==> src/rtl/rx_deser_pkg.sv <==
package rx_deser_pkg;

  localparam logic [31:0] CRC_POLY = 32'h04C1_1DB7;

  typedef enum logic [1:0] {
    ST_HUNT,
    ST_ADDR,
    ST_PASS,
    ST_DROP
  } rxState_e;

  // strobes from the control FSM to the datapath
  typedef struct packed {
    logic huntShift;
    logic startFrame;
    logic dataShift;
    logic pushByte;
  } dpStrobes_t;

  // one serial step of the hash CRC
  function automatic logic [31:0] crcBit(input logic [31:0] crcIn, input logic bitIn);
    logic fb;
    fb = crcIn[31] ^ bitIn;
    return {crcIn[30:0], 1'b0} ^ (fb ? CRC_POLY : 32'h0);
  endfunction

endpackage

==> src/rtl/rx_deser_dp.sv <==
module rx_deser_dp
  import rx_deser_pkg::*;
#(
  parameter int ADDR_BYTES = 6,
  parameter int HASH_BITS  = 64,
  parameter int CNT_W      = 11
) (
  input  logic                    clk,
  input  logic                    rstN,
  input  logic                    carrierSense,
  input  logic                    rxData,
  input  dpStrobes_t              strobes,
  input  logic [ADDR_BYTES*8-1:0] physAddr,
  input  logic [HASH_BITS-1:0]    hashFilter,
  output logic                    sfdHit,
  output logic                    byteDone,
  output logic                    addrLast,
  output logic                    isMcast,
  output logic                    unicastOk,
  output logic                    hashHit,
  output logic                    pushValid,
  output logic [7:0]              pushData,
  output logic [CNT_W-1:0]        byteCount
);

  localparam int IDX_W  = $clog2(ADDR_BYTES + 1);
  localparam int HASH_W = $clog2(HASH_BITS);

  logic [2:0]       hist;
  logic [6:0]       shReg;
  logic [2:0]       bitCnt;
  logic [IDX_W-1:0] addrIdx;
  logic             matchSoFar;
  logic             mcastReg;
  logic [31:0]      crcReg;
  logic [31:0]      crcNext;
  logic [7:0]       byteNow;
  logic [7:0]       expByte;
  logic             inAddr;
  logic             firstBit;
  logic [7:0]       addrByte [ADDR_BYTES];

  genvar g;
  generate
    for (g = 0; g < ADDR_BYTES; g++) begin : gAddrByte
      assign addrByte[g] = physAddr[g*8 +: 8];
    end
  endgenerate

  always_comb begin
    expByte = '0;
    for (int k = 0; k < ADDR_BYTES; k++) begin
      if (addrIdx == IDX_W'(k)) expByte = addrByte[k];
    end
  end

  assign byteNow   = {rxData, shReg};
  assign inAddr    = addrIdx < IDX_W'(ADDR_BYTES);
  assign firstBit  = (addrIdx == '0) && (bitCnt == 3'd0);
  assign crcNext   = crcBit(crcReg, rxData);
  assign sfdHit    = carrierSense && (hist == 3'b101) && rxData;
  assign byteDone  = strobes.dataShift && (bitCnt == 3'd7);
  assign addrLast  = byteDone && (addrIdx == IDX_W'(ADDR_BYTES - 1));
  assign isMcast   = mcastReg;
  assign unicastOk = matchSoFar && (byteNow == expByte);
  assign hashHit   = hashFilter[crcNext[31 -: HASH_W]];

  always_ff @(posedge clk or negedge rstN) begin
    if (!rstN) begin
      hist       <= '0;
      shReg      <= '0;
      bitCnt     <= '0;
      addrIdx    <= '0;
      matchSoFar <= 1'b0;
      mcastReg   <= 1'b0;
      crcReg     <= '1;
      byteCount  <= '0;
      pushValid  <= 1'b0;
      pushData   <= '0;
    end else begin
      pushValid <= strobes.pushByte;
      if (strobes.pushByte) pushData <= byteNow;

      if (!carrierSense || strobes.startFrame) hist <= '0;
      else if (strobes.huntShift)              hist <= {hist[1:0], rxData};

      if (strobes.startFrame) begin
        bitCnt     <= '0;
        addrIdx    <= '0;
        matchSoFar <= 1'b1;
        mcastReg   <= 1'b0;
        crcReg     <= '1;
        byteCount  <= '0;
      end else if (strobes.dataShift) begin
        shReg  <= byteNow[7:1];
        bitCnt <= bitCnt + 3'd1;
        if (firstBit) mcastReg <= rxData;
        if (inAddr)   crcReg   <= crcNext;
        if (byteDone) begin
          byteCount <= byteCount + 1'b1;
          if (inAddr) begin
            addrIdx    <= addrIdx + 1'b1;
            matchSoFar <= unicastOk;
          end
        end
      end
    end
  end

endmodule

==> src/rtl/rx_deser_ctrl.sv <==
module rx_deser_ctrl
  import rx_deser_pkg::*;
(
  input  logic       clk,
  input  logic       rstN,
  input  logic       carrierSense,
  input  logic       fifoFull,
  input  logic       sfdHit,
  input  logic       byteDone,
  input  logic       addrLast,
  input  logic       isMcast,
  input  logic       unicastOk,
  input  logic       hashHit,
  output dpStrobes_t strobes,
  output logic       frameAccept,
  output logic       frameReject,
  output logic       fifoFlush,
  output logic       overflow
);

  rxState_e state, stateNext;
  logic inFrame, hunting, starting, verdictNow, passNow, wantPush, rejectNow;

  always_comb begin
    inFrame    = state != ST_HUNT;
    hunting    = carrierSense && !inFrame;
    starting   = hunting && sfdHit;
    verdictNow = (state == ST_ADDR) && addrLast;
    passNow    = isMcast ? hashHit : unicastOk;
    wantPush   = byteDone &&
                 ((state == ST_PASS) ||
                  ((state == ST_ADDR) && !(verdictNow && !passNow)));
    rejectNow  = (verdictNow && !passNow) || ((state == ST_ADDR) && !carrierSense);

    strobes.huntShift  = hunting;
    strobes.startFrame = starting;
    strobes.dataShift  = carrierSense && inFrame;
    strobes.pushByte   = wantPush && !fifoFull;

    stateNext = state;
    case (state)
      ST_HUNT: if (starting) stateNext = ST_ADDR;
      ST_ADDR: begin
        if (!carrierSense)   stateNext = ST_HUNT;
        else if (verdictNow) stateNext = passNow ? ST_PASS : ST_DROP;
      end
      default: if (!carrierSense) stateNext = ST_HUNT;
    endcase
  end

  always_ff @(posedge clk or negedge rstN) begin
    if (!rstN) begin
      state       <= ST_HUNT;
      frameAccept <= 1'b0;
      frameReject <= 1'b0;
      fifoFlush   <= 1'b0;
      overflow    <= 1'b0;
    end else begin
      state       <= stateNext;
      frameAccept <= verdictNow && passNow;
      frameReject <= rejectNow;
      fifoFlush   <= rejectNow;
      if (starting)                  overflow <= 1'b0;
      else if (wantPush && fifoFull) overflow <= 1'b1;
    end
  end

endmodule

==> src/rtl/rx_deser_filter.sv <==
module rx_deser_filter
  import rx_deser_pkg::*;
#(
  parameter int ADDR_BYTES = 6,
  parameter int HASH_BITS  = 64,
  parameter int CNT_W      = 11
) (
  input  logic                    clk,
  input  logic                    rstN,
  input  logic                    carrierSense,
  input  logic                    rxData,
  input  logic [ADDR_BYTES*8-1:0] physAddr,
  input  logic [HASH_BITS-1:0]    hashFilter,
  input  logic                    fifoFull,
  output logic                    pushValid,
  output logic [7:0]              pushData,
  output logic                    fifoFlush,
  output logic                    overflow,
  output logic                    frameAccept,
  output logic                    frameReject,
  output logic [CNT_W-1:0]        rxByteCount
);

  dpStrobes_t strobes;
  logic sfdHit, byteDone, addrLast, isMcast, unicastOk, hashHit;

  rx_deser_ctrl uCtrl (
    .clk          (clk),
    .rstN         (rstN),
    .carrierSense (carrierSense),
    .fifoFull     (fifoFull),
    .sfdHit       (sfdHit),
    .byteDone     (byteDone),
    .addrLast     (addrLast),
    .isMcast      (isMcast),
    .unicastOk    (unicastOk),
    .hashHit      (hashHit),
    .strobes      (strobes),
    .frameAccept  (frameAccept),
    .frameReject  (frameReject),
    .fifoFlush    (fifoFlush),
    .overflow     (overflow)
  );

  rx_deser_dp #(
    .ADDR_BYTES (ADDR_BYTES),
    .HASH_BITS  (HASH_BITS),
    .CNT_W      (CNT_W)
  ) uDp (
    .clk          (clk),
    .rstN         (rstN),
    .carrierSense (carrierSense),
    .rxData       (rxData),
    .strobes      (strobes),
    .physAddr     (physAddr),
    .hashFilter   (hashFilter),
    .sfdHit       (sfdHit),
    .byteDone     (byteDone),
    .addrLast     (addrLast),
    .isMcast      (isMcast),
    .unicastOk    (unicastOk),
    .hashHit      (hashHit),
    .pushValid    (pushValid),
    .pushData     (pushData),
    .byteCount    (rxByteCount)
  );

endmodule

==> config.mk <==
export PLATFORM = sky130hd
export DESIGN_NAME = rx_deser_filter
export DESIGN_NICKNAME = d
export VERILOG_FILES = /design/src/rtl/rx_deser_pkg.sv /design/src/rtl/rx_deser_dp.sv /design/src/rtl/rx_deser_ctrl.sv /design/src/rtl/rx_deser_filter.sv
export SDC_FILE = /design/constraint.sdc
export NUM_CORES = 1
export LEC_CHECK = 0
export ABC_CLOCK_PERIOD_IN_PS = 4600
export BUFFER_PORTS_ARGS = -buffer_cell sky130_fd_sc_hd__buf_2
export CAP_MARGIN = 10
export CORE_ASPECT_RATIO = 1.2
export CORE_MARGIN = 2
export CORE_UTILIZATION = 45
export CTS_BUF_LIST = sky130_fd_sc_hd__clkbuf_4 sky130_fd_sc_hd__clkbuf_8
export DETAILED_ROUTE_END_ITERATION = 16
export GPL_TIMING_DRIVEN = 1
export PLACE_DENSITY_LB_ADDON = 0.15
export SLEW_MARGIN = 0
export SYNTH_ARGS = -nofsm -noshare
export SYNTH_HDL_FRONTEND = slang
export SYNTH_HIERARCHICAL = 1
export SYNTH_SLANG_ARGS = --single-unit
==> constraint.sdc <==
create_clock -name clk -period 4.6 [get_ports clk]
set_clock_uncertainty 0.2 [all_clocks]
set_input_delay 0.23 -clock clk [delete_from_list [all_inputs] [get_ports clk]]
set_output_delay 0.23 -clock clk [all_outputs]
set_load 0.01 [all_outputs]
==> impl_metrics.yaml, run 1 <==
global_routing:
  grt_max_degree: 40
  first_global_vias: 4025
  antenna_found_initial: 0
  grtUsageTotal: 0.208
  grt_overflow_total: 0
  grt_pass1_wl_um: 19000
pwr:
  p_total_w: 0.00141
  leakagePower_nw: 2.65
  p_sw_w: 0.000393
  seq_power_share: 0.500
  combPwrFrac: 0.155
  p_sw_frac: 0.279
  pwr-share-clk: 0.345
  powerDensity_nw_per_um2: 250
  internal_power_w: 0.00101
  ir_worst_vdd_mv: 0.186
min_path:
  worstHoldPathType: "in -> reg"
synth:
  yosys_warnings: 6
  postSynthCellCount: 499
  async_flop_share: 1.00
  synth_area_leader_cell: "dfrtp_1"
  synthDistinctLibCells: 62
  synth_top_area_frac: 0.231
  ys_seq_elements: 75
  syn_avg_cell_area_um2: 9.34
  seq_area_frac_synth: 0.411
  synth.area.top_cells: "dfrtp_1, dfstp_2, nand2_1"
  ys.flop_type: "dfrtp_1"
  synth-edff-count: 0
  synth_nets: 625
  syn-cell-area_um2: 4660
setup_path:
  cp_max_fo: 13
  critical_path_class: "reg -> reg"
  required_ps: 4640
  reg2reg_from: "uDp/addrIdx[2]"
  startpoint_type: "flip-flop"
  r2r_slack_ps: 380
  startpoint: "uDp/addrIdx[2]"
  r2r-end: "uDp/pushData[5]"
  end_kind: "flip-flop"
  r2r_cells: 13
  cp-endpoint: "uDp/pushData[5]"
  crit_arrival_ps: 4260
timing:
  finalCritPeriodShare: 0.918
  hold_violations: 0
  rsz0062_at_grt: "no"
  tns_ps: 0
  slew_headroom: 0.329
  timing.final.crit_period_ps: 4220
  drv_slew: 0
  setup_violations: 0
  max_freq_ghz: 0.237
  tightest_slew_ps: 1010
placed_design:
  gp_congestion: 0.897
  port_buffers: 140
  dpl.hpwl_um: 8930
clocking:
  insertion_delay_ps: 360
  cts_made_buffers: 9
  cts_root_buf: "clkbuf_8"
  max-clock-path-buffers: 2
  cts_sinks: 75
  post_cts_buffers: 0
  clk_pin_slew_ps: 90
  cts_tree: "built"
  h-tree-depth: 3
floorplan:
  die_w_um: 96.9
  fp.coreArea_um2: 10100
  dieArea_um2: 11200
  pin_count: 141
  die_h_um: 115
  initial_utilization: 0.463
  rows: 40
drt:
  drtAntennaViolNets: 0
  drc: 0
  wl_per_cell_um: 15.4
  drt-pass1-iter-count: 4
  via_per_inst: 5.59
  first_iter_violations: 136
  vias: 4229
  drt_wl_total_um: 11600
final_layout:
  n_antenna_cell: 0
  final_cell_mix: "buf_2, nand2_1, dfrtp_1"
  areaGrowthSynthToFinish_pct: 20.6
  fin_nets: 752
  fillers: 924
  drive_gt1_frac: 0.358
  final_common_cell: "buf_2"
status:
  status: "complete, no violations"
job:
  cap_violations: 0
## power by group through the flow
stage          Combinational, W  Sequential, W  Clock (W)
2_1_floorplan          0.000133       0.000708          0
3_3_place_gp           0.000213       0.000715          0
3_5_place_dp           0.000217       0.000716          0
4_1_cts                0.000220       0.000704   0.000501
5_1_grt                0.000245       0.000707   0.000533
6_report               0.000218       0.000704   0.000485
## flip-flops by register name, summed over array words and instances (netlist names), 2 cells and up
register,flops
uDp/crcReg,32
uDp/byteCount,11
uDp/pushData,8
uDp/shReg,7
uDp/addrIdx,3
uDp/bitCnt,3
uDp/hist,3
uCtrl/state,2
## kinds of logic (layout without fill, tap and decap cells)
| logic type | count (synthesis) | in the layout | share of synthesized area |
|---|---|---|---|
| AND/OR/NAND/NOR | 206 | 206 | 0.218 |
| AO/OA/AOI/OAI | 99 | 99 | 0.161 |
| flip-flops | 75 | 75 | 0.411 |
| buffers and inverters | 47 | 179 | 0.0475 |
| XOR/XNOR | 32 | 32 | 0.0674 |
| multiplexers | 31 | 31 | 0.0706 |
| adder cells (fa/ha/maj) | 9 | 9 | 0.0242 |
## worst max-delay path: stages, from the launching register on
cell,delay (ps)
dfrtp_1,580
inv_1,210
ha_1,430
or2_2,400
a221oi_1,260
a311oi_1,110
xor2_1,170
nand4_1,140
nor4_2,450
mux2i_1,200
and3_2,270
nor3_2,140
buf_4,190
mux2_2,340
## final cells by class
type                    count  area [um2]  area share
repair buffers            149         776       0.138
clock buffers              10         138      0.0245
flip-flops and latches     75        1920       0.341
well taps                 126         158      0.0281
inverters                  14        52.6     0.00935
clock inverters             6        53.8     0.00957
multi-input cells         377        2520       0.449
## routing by layer
layer,track usage,part of all wire,up-vias
met2,0.372,0.52,111
met3,0.0356,0.037,16
met4,0.0930,0.021,0
met1,0.249,0.42,2051
li1,-,-,2051
met5,0,0,-
## worst min-delay path by stage
stage                 endpoint  slack (ps)   start  cells past startpoint
2_1_floorplan  uCtrl/fifoFlush        -270    rstN                      0
6_report           uDp/hist[0]         110  rxData                      3
3_5_place_dp       uDp/hist[1]         180    rstN                      1
3_3_place_gp       uDp/hist[1]         180    rstN                      1
4_1_cts            uDp/hist[0]         100  rxData                      3
5_1_grt            uDp/hist[0]         130  rxData                      3
## synthesized netlist by cell type (12+ instances only)
master and count:
a21oi_1 16, clkbuf_1 14, dfrtp_1 43, dfstp_2 32, inv_1 12, mux2_2 15
mux2i_1 16, nand2_1 77, nand3_1 35, nor2_1 28, o22a_1 32, xnor2_1 16
xor2_1 13
## what timing repair did
action	CTS	global route
gates resized for setup	0	1
hold buffers	3	0
endpoints found under the hold margin	24	0
setup endpoints to repair	0	3
## per-stage QoR
step	cell area (um2)	setup WS, ps	hold slack [ps]	instances	utilization
floorplan	4660	1020	-266	499	-
global placement	5400	367	178	738	0.536
detailed placement	5400	341	184	738	0.536
CTS	5620	326	96.0	757	0.558
global route	5620	37.7	126	757	0.559
finish	5620	375	109	757	0.559
Power figures use the tool's default switching activity.
==> run 2: changes to the inputs <==
--- a/config.mk
+++ b/config.mk
@@ -5,7 +5,7 @@
 export SDC_FILE = /design/constraint.sdc
 export NUM_CORES = 1
 export LEC_CHECK = 0
-export ABC_CLOCK_PERIOD_IN_PS = 4600
+export ABC_CLOCK_PERIOD_IN_PS = 3390
 export BUFFER_PORTS_ARGS = -buffer_cell sky130_fd_sc_hd__buf_2
 export CAP_MARGIN = 10
 export CORE_ASPECT_RATIO = 1.2
@@ -14,7 +14,7 @@
 export CTS_BUF_LIST = sky130_fd_sc_hd__clkbuf_4 sky130_fd_sc_hd__clkbuf_8
 export DETAILED_ROUTE_END_ITERATION = 16
 export GPL_TIMING_DRIVEN = 1
-export PLACE_DENSITY_LB_ADDON = 0.15
+export PLACE_DENSITY = 0.74
 export SLEW_MARGIN = 0
 export SYNTH_ARGS = -nofsm -noshare
 export SYNTH_HDL_FRONTEND = slang
==> constraint.sdc (replaced) <==
create_clock -name clk -period 3.39 [get_ports clk]
set_clock_uncertainty 0.2 [all_clocks]
set_input_delay 0.1695 -clock clk [delete_from_list [all_inputs] [get_ports clk]]
set_output_delay 0.1695 -clock clk [all_outputs]
set_load 0.01 [all_outputs]
==> impl_metrics.yaml, run 2 (synthesized netlist as in run 1, its figures left out) <==
pwr:
  combPwrFrac: 0.159
  p_sw_frac: 0.240
  powerDensity_nw_per_um2: 333
  leakagePower_nw: 2.96
  seq_power_share: 0.456
  internal_power_w: 0.00159
  ir_worst_vdd_mv: 0.340
  p_sw_w: 0.000501
  pwr-share-clk: 0.385
floorplan:
  dieArea_um2: 11200
  pin_count: 141
  die_h_um: 115
  initial_utilization: 0.463
  die_w_um: 96.9
  rows: 40
  fp.coreArea_um2: 10100
placed_design:
  dpl.hpwl_um: 9530
  port_buffers: 140
  gp_congestion: 0.949
final_layout:
  n_antenna_cell: 0
  final_common_cell: "buf_2"
  fin_nets: 801
  top_register: "uDp/crcReg"
  areaGrowthSynthToFinish_pct: 34.6
  reg_top3: "uDp/crcReg: 32 flops, uDp/byteCount: 11 flops, uDp/pushData: 8 flops"
  drive_gt1_frac: 0.440
  final_cell_mix: "buf_2, nand2_1, buf_4"
  largest_reg_flops: 32
min_path:
  worstHoldPathType: "in -> reg"
  hp-start: "rxData"
setup_path:
  reg2reg_from: "uDp/addrIdx[0]"
  crit_top_cell: "buf_6"
  startpoint: "uDp/addrIdx[0]"
  required_ps: 3420
  slowest_delay_ps: 420
  critical_path_class: "reg -> reg"
  crit_arrival_ps: 3560
  startpoint_type: "flip-flop"
  slowest_stage: "dfrtp_1"
  cp_top_family: "simple AND/OR/NAND/NOR gates"
  cp_num_buf_inv: 3
  crit_chain: "buf_6, ha_4, and2_4, buf_4, a32o_2, a311oi_2, xor2_1, nand4b_1, nor4_4, mux2i_1, and3_4, nor3_4, buf_6, mux2_4"
  end_kind: "flip-flop"
  cp_max_fo: 6
clocking:
  h-tree-depth: 3
  clk_pin_slew_ps: 70
  max-clock-path-buffers: 2
  cts_tree: "built"
  cts_made_buffers: 9
  cts_sinks: 75
  insertion_delay_ps: 340
  cts_root_buf: "clkbuf_8"
drt:
  drc: 0
  wl_per_cell_um: 16.0
  vias: 4414
  via_per_inst: 5.48
  drt-pass1-iter-count: 5
  first_iter_violations: 206
  drtAntennaViolNets: 0
  drt_wl_total_um: 12900
timing:
  hold_violations: 0
  tightest_slew_ps: 784
  drv_slew: 0
  setup_violations: 8
  finalCritPeriodShare: 1.04
  max_freq_ghz: 0.283
  tns_ps: -1100
  setup_slack_ps: -147
  whs_ps: 156
  slew_headroom: 0.476
  rsz0062_at_grt: "yes"
  timing.final.crit_period_ps: 3540
status:
  violations: "negative setup slack"
  status: "finished, violations left"
job:
  cap_violations: 0
global_routing:
  first_global_vias: 4454
  grt_overflow_total: 0
  grt_pass1_wl_um: 20700
  grt_max_degree: 38
  grtUsageTotal: 0.228
  antenna_found_initial: 0
-- run 2: metal layers --
metal | wire (um) | global-route usage
met5 | 0 | 0
met4 | 196 | 0.0742
met3 | 669 | 0.0416
met2 | 6990 | 0.426
met1 | 5070 | 0.267
-- run 2: power groups by stage --
stage / registers (W) / logic [W] / clock network, W
after CTS: 0.000953 / 0.000330 / 0.000822
after floorplan: 0.000961 / 0.000182 / 0
after detailed placement: 0.000969 / 0.000313 / 0
final: 0.000953 / 0.000332 / 0.000804
after global placement: 0.000967 / 0.000306 / 0
after global routing: 0.000957 / 0.000368 / 0.000866
-- run 2: cell type report --
| type | instances | area, um2 |
|---|---|---|
| clock inverters | 6 | 104 |
| well taps | 126 | 158 |
| repair buffers | 198 | 1170 |
| inverters | 14 | 52.6 |
| multi-input cells | 377 | 2740 |
| fillers | 870 | 3790 |
| clock buffers | 10 | 131 |
| flip-flops and latches | 75 | 1920 |
-- run 2: worst register-to-register path, stage by stage, from the launching register on --
cell and delay, ps:
dfrtp_1 420, buf_6 130, ha_4 170, and2_4 160, buf_4 140, a32o_2 230
a311oi_2 240, xor2_1 170, nand4b_1 160, nor4_4 340, mux2i_1 140, and3_4 200
nor3_4 230, buf_6 180, mux2_4 310
-- run 2: stage by stage --
| stage | cell area (um2) | utilization | setup slack (ps) | instances | power, W |
|---|---|---|---|---|---|
| floorplan | 4700 | - | -13.6 | 499 | 0.00114 |
| global placement | 5660 | 0.563 | -115 | 771 | 0.00127 |
| detailed placement | 5660 | 0.563 | -198 | 771 | 0.00128 |
| CTS | 6160 | 0.612 | -116 | 799 | 0.00211 |
| global route | 6270 | 0.624 | -276 | 806 | 0.00219 |
| finish | 6270 | 0.624 | -147 | 806 | 0.00209 |
-- run 2: repair_timing --
item / 4_1_cts / 5_1_grt
hold buffers: 3 / 0
pin swaps: 9 / 5
resized for setup: 35 / 13
gates cloned: 1 / 0
setup endpoints to repair: 8 / 9
buffers inserted: 8 / 8
hold endpoints to repair: 10 / 0
-- run 2: worst paths after layout --
kind	depth (start not counted)	end	slack, ps
setup reg to reg	14	uDp/pushData[0]	-150
setup / recovery	14	uDp/pushData[0]	-150
max in group asynchronous	3	uDp/shReg[0]	1980
hold reg to reg	1	uDp/crcReg[20]	320
hold / removal	3	uDp/pushData[7]	160
min in group asynchronous	2	uDp/hist[0]	250
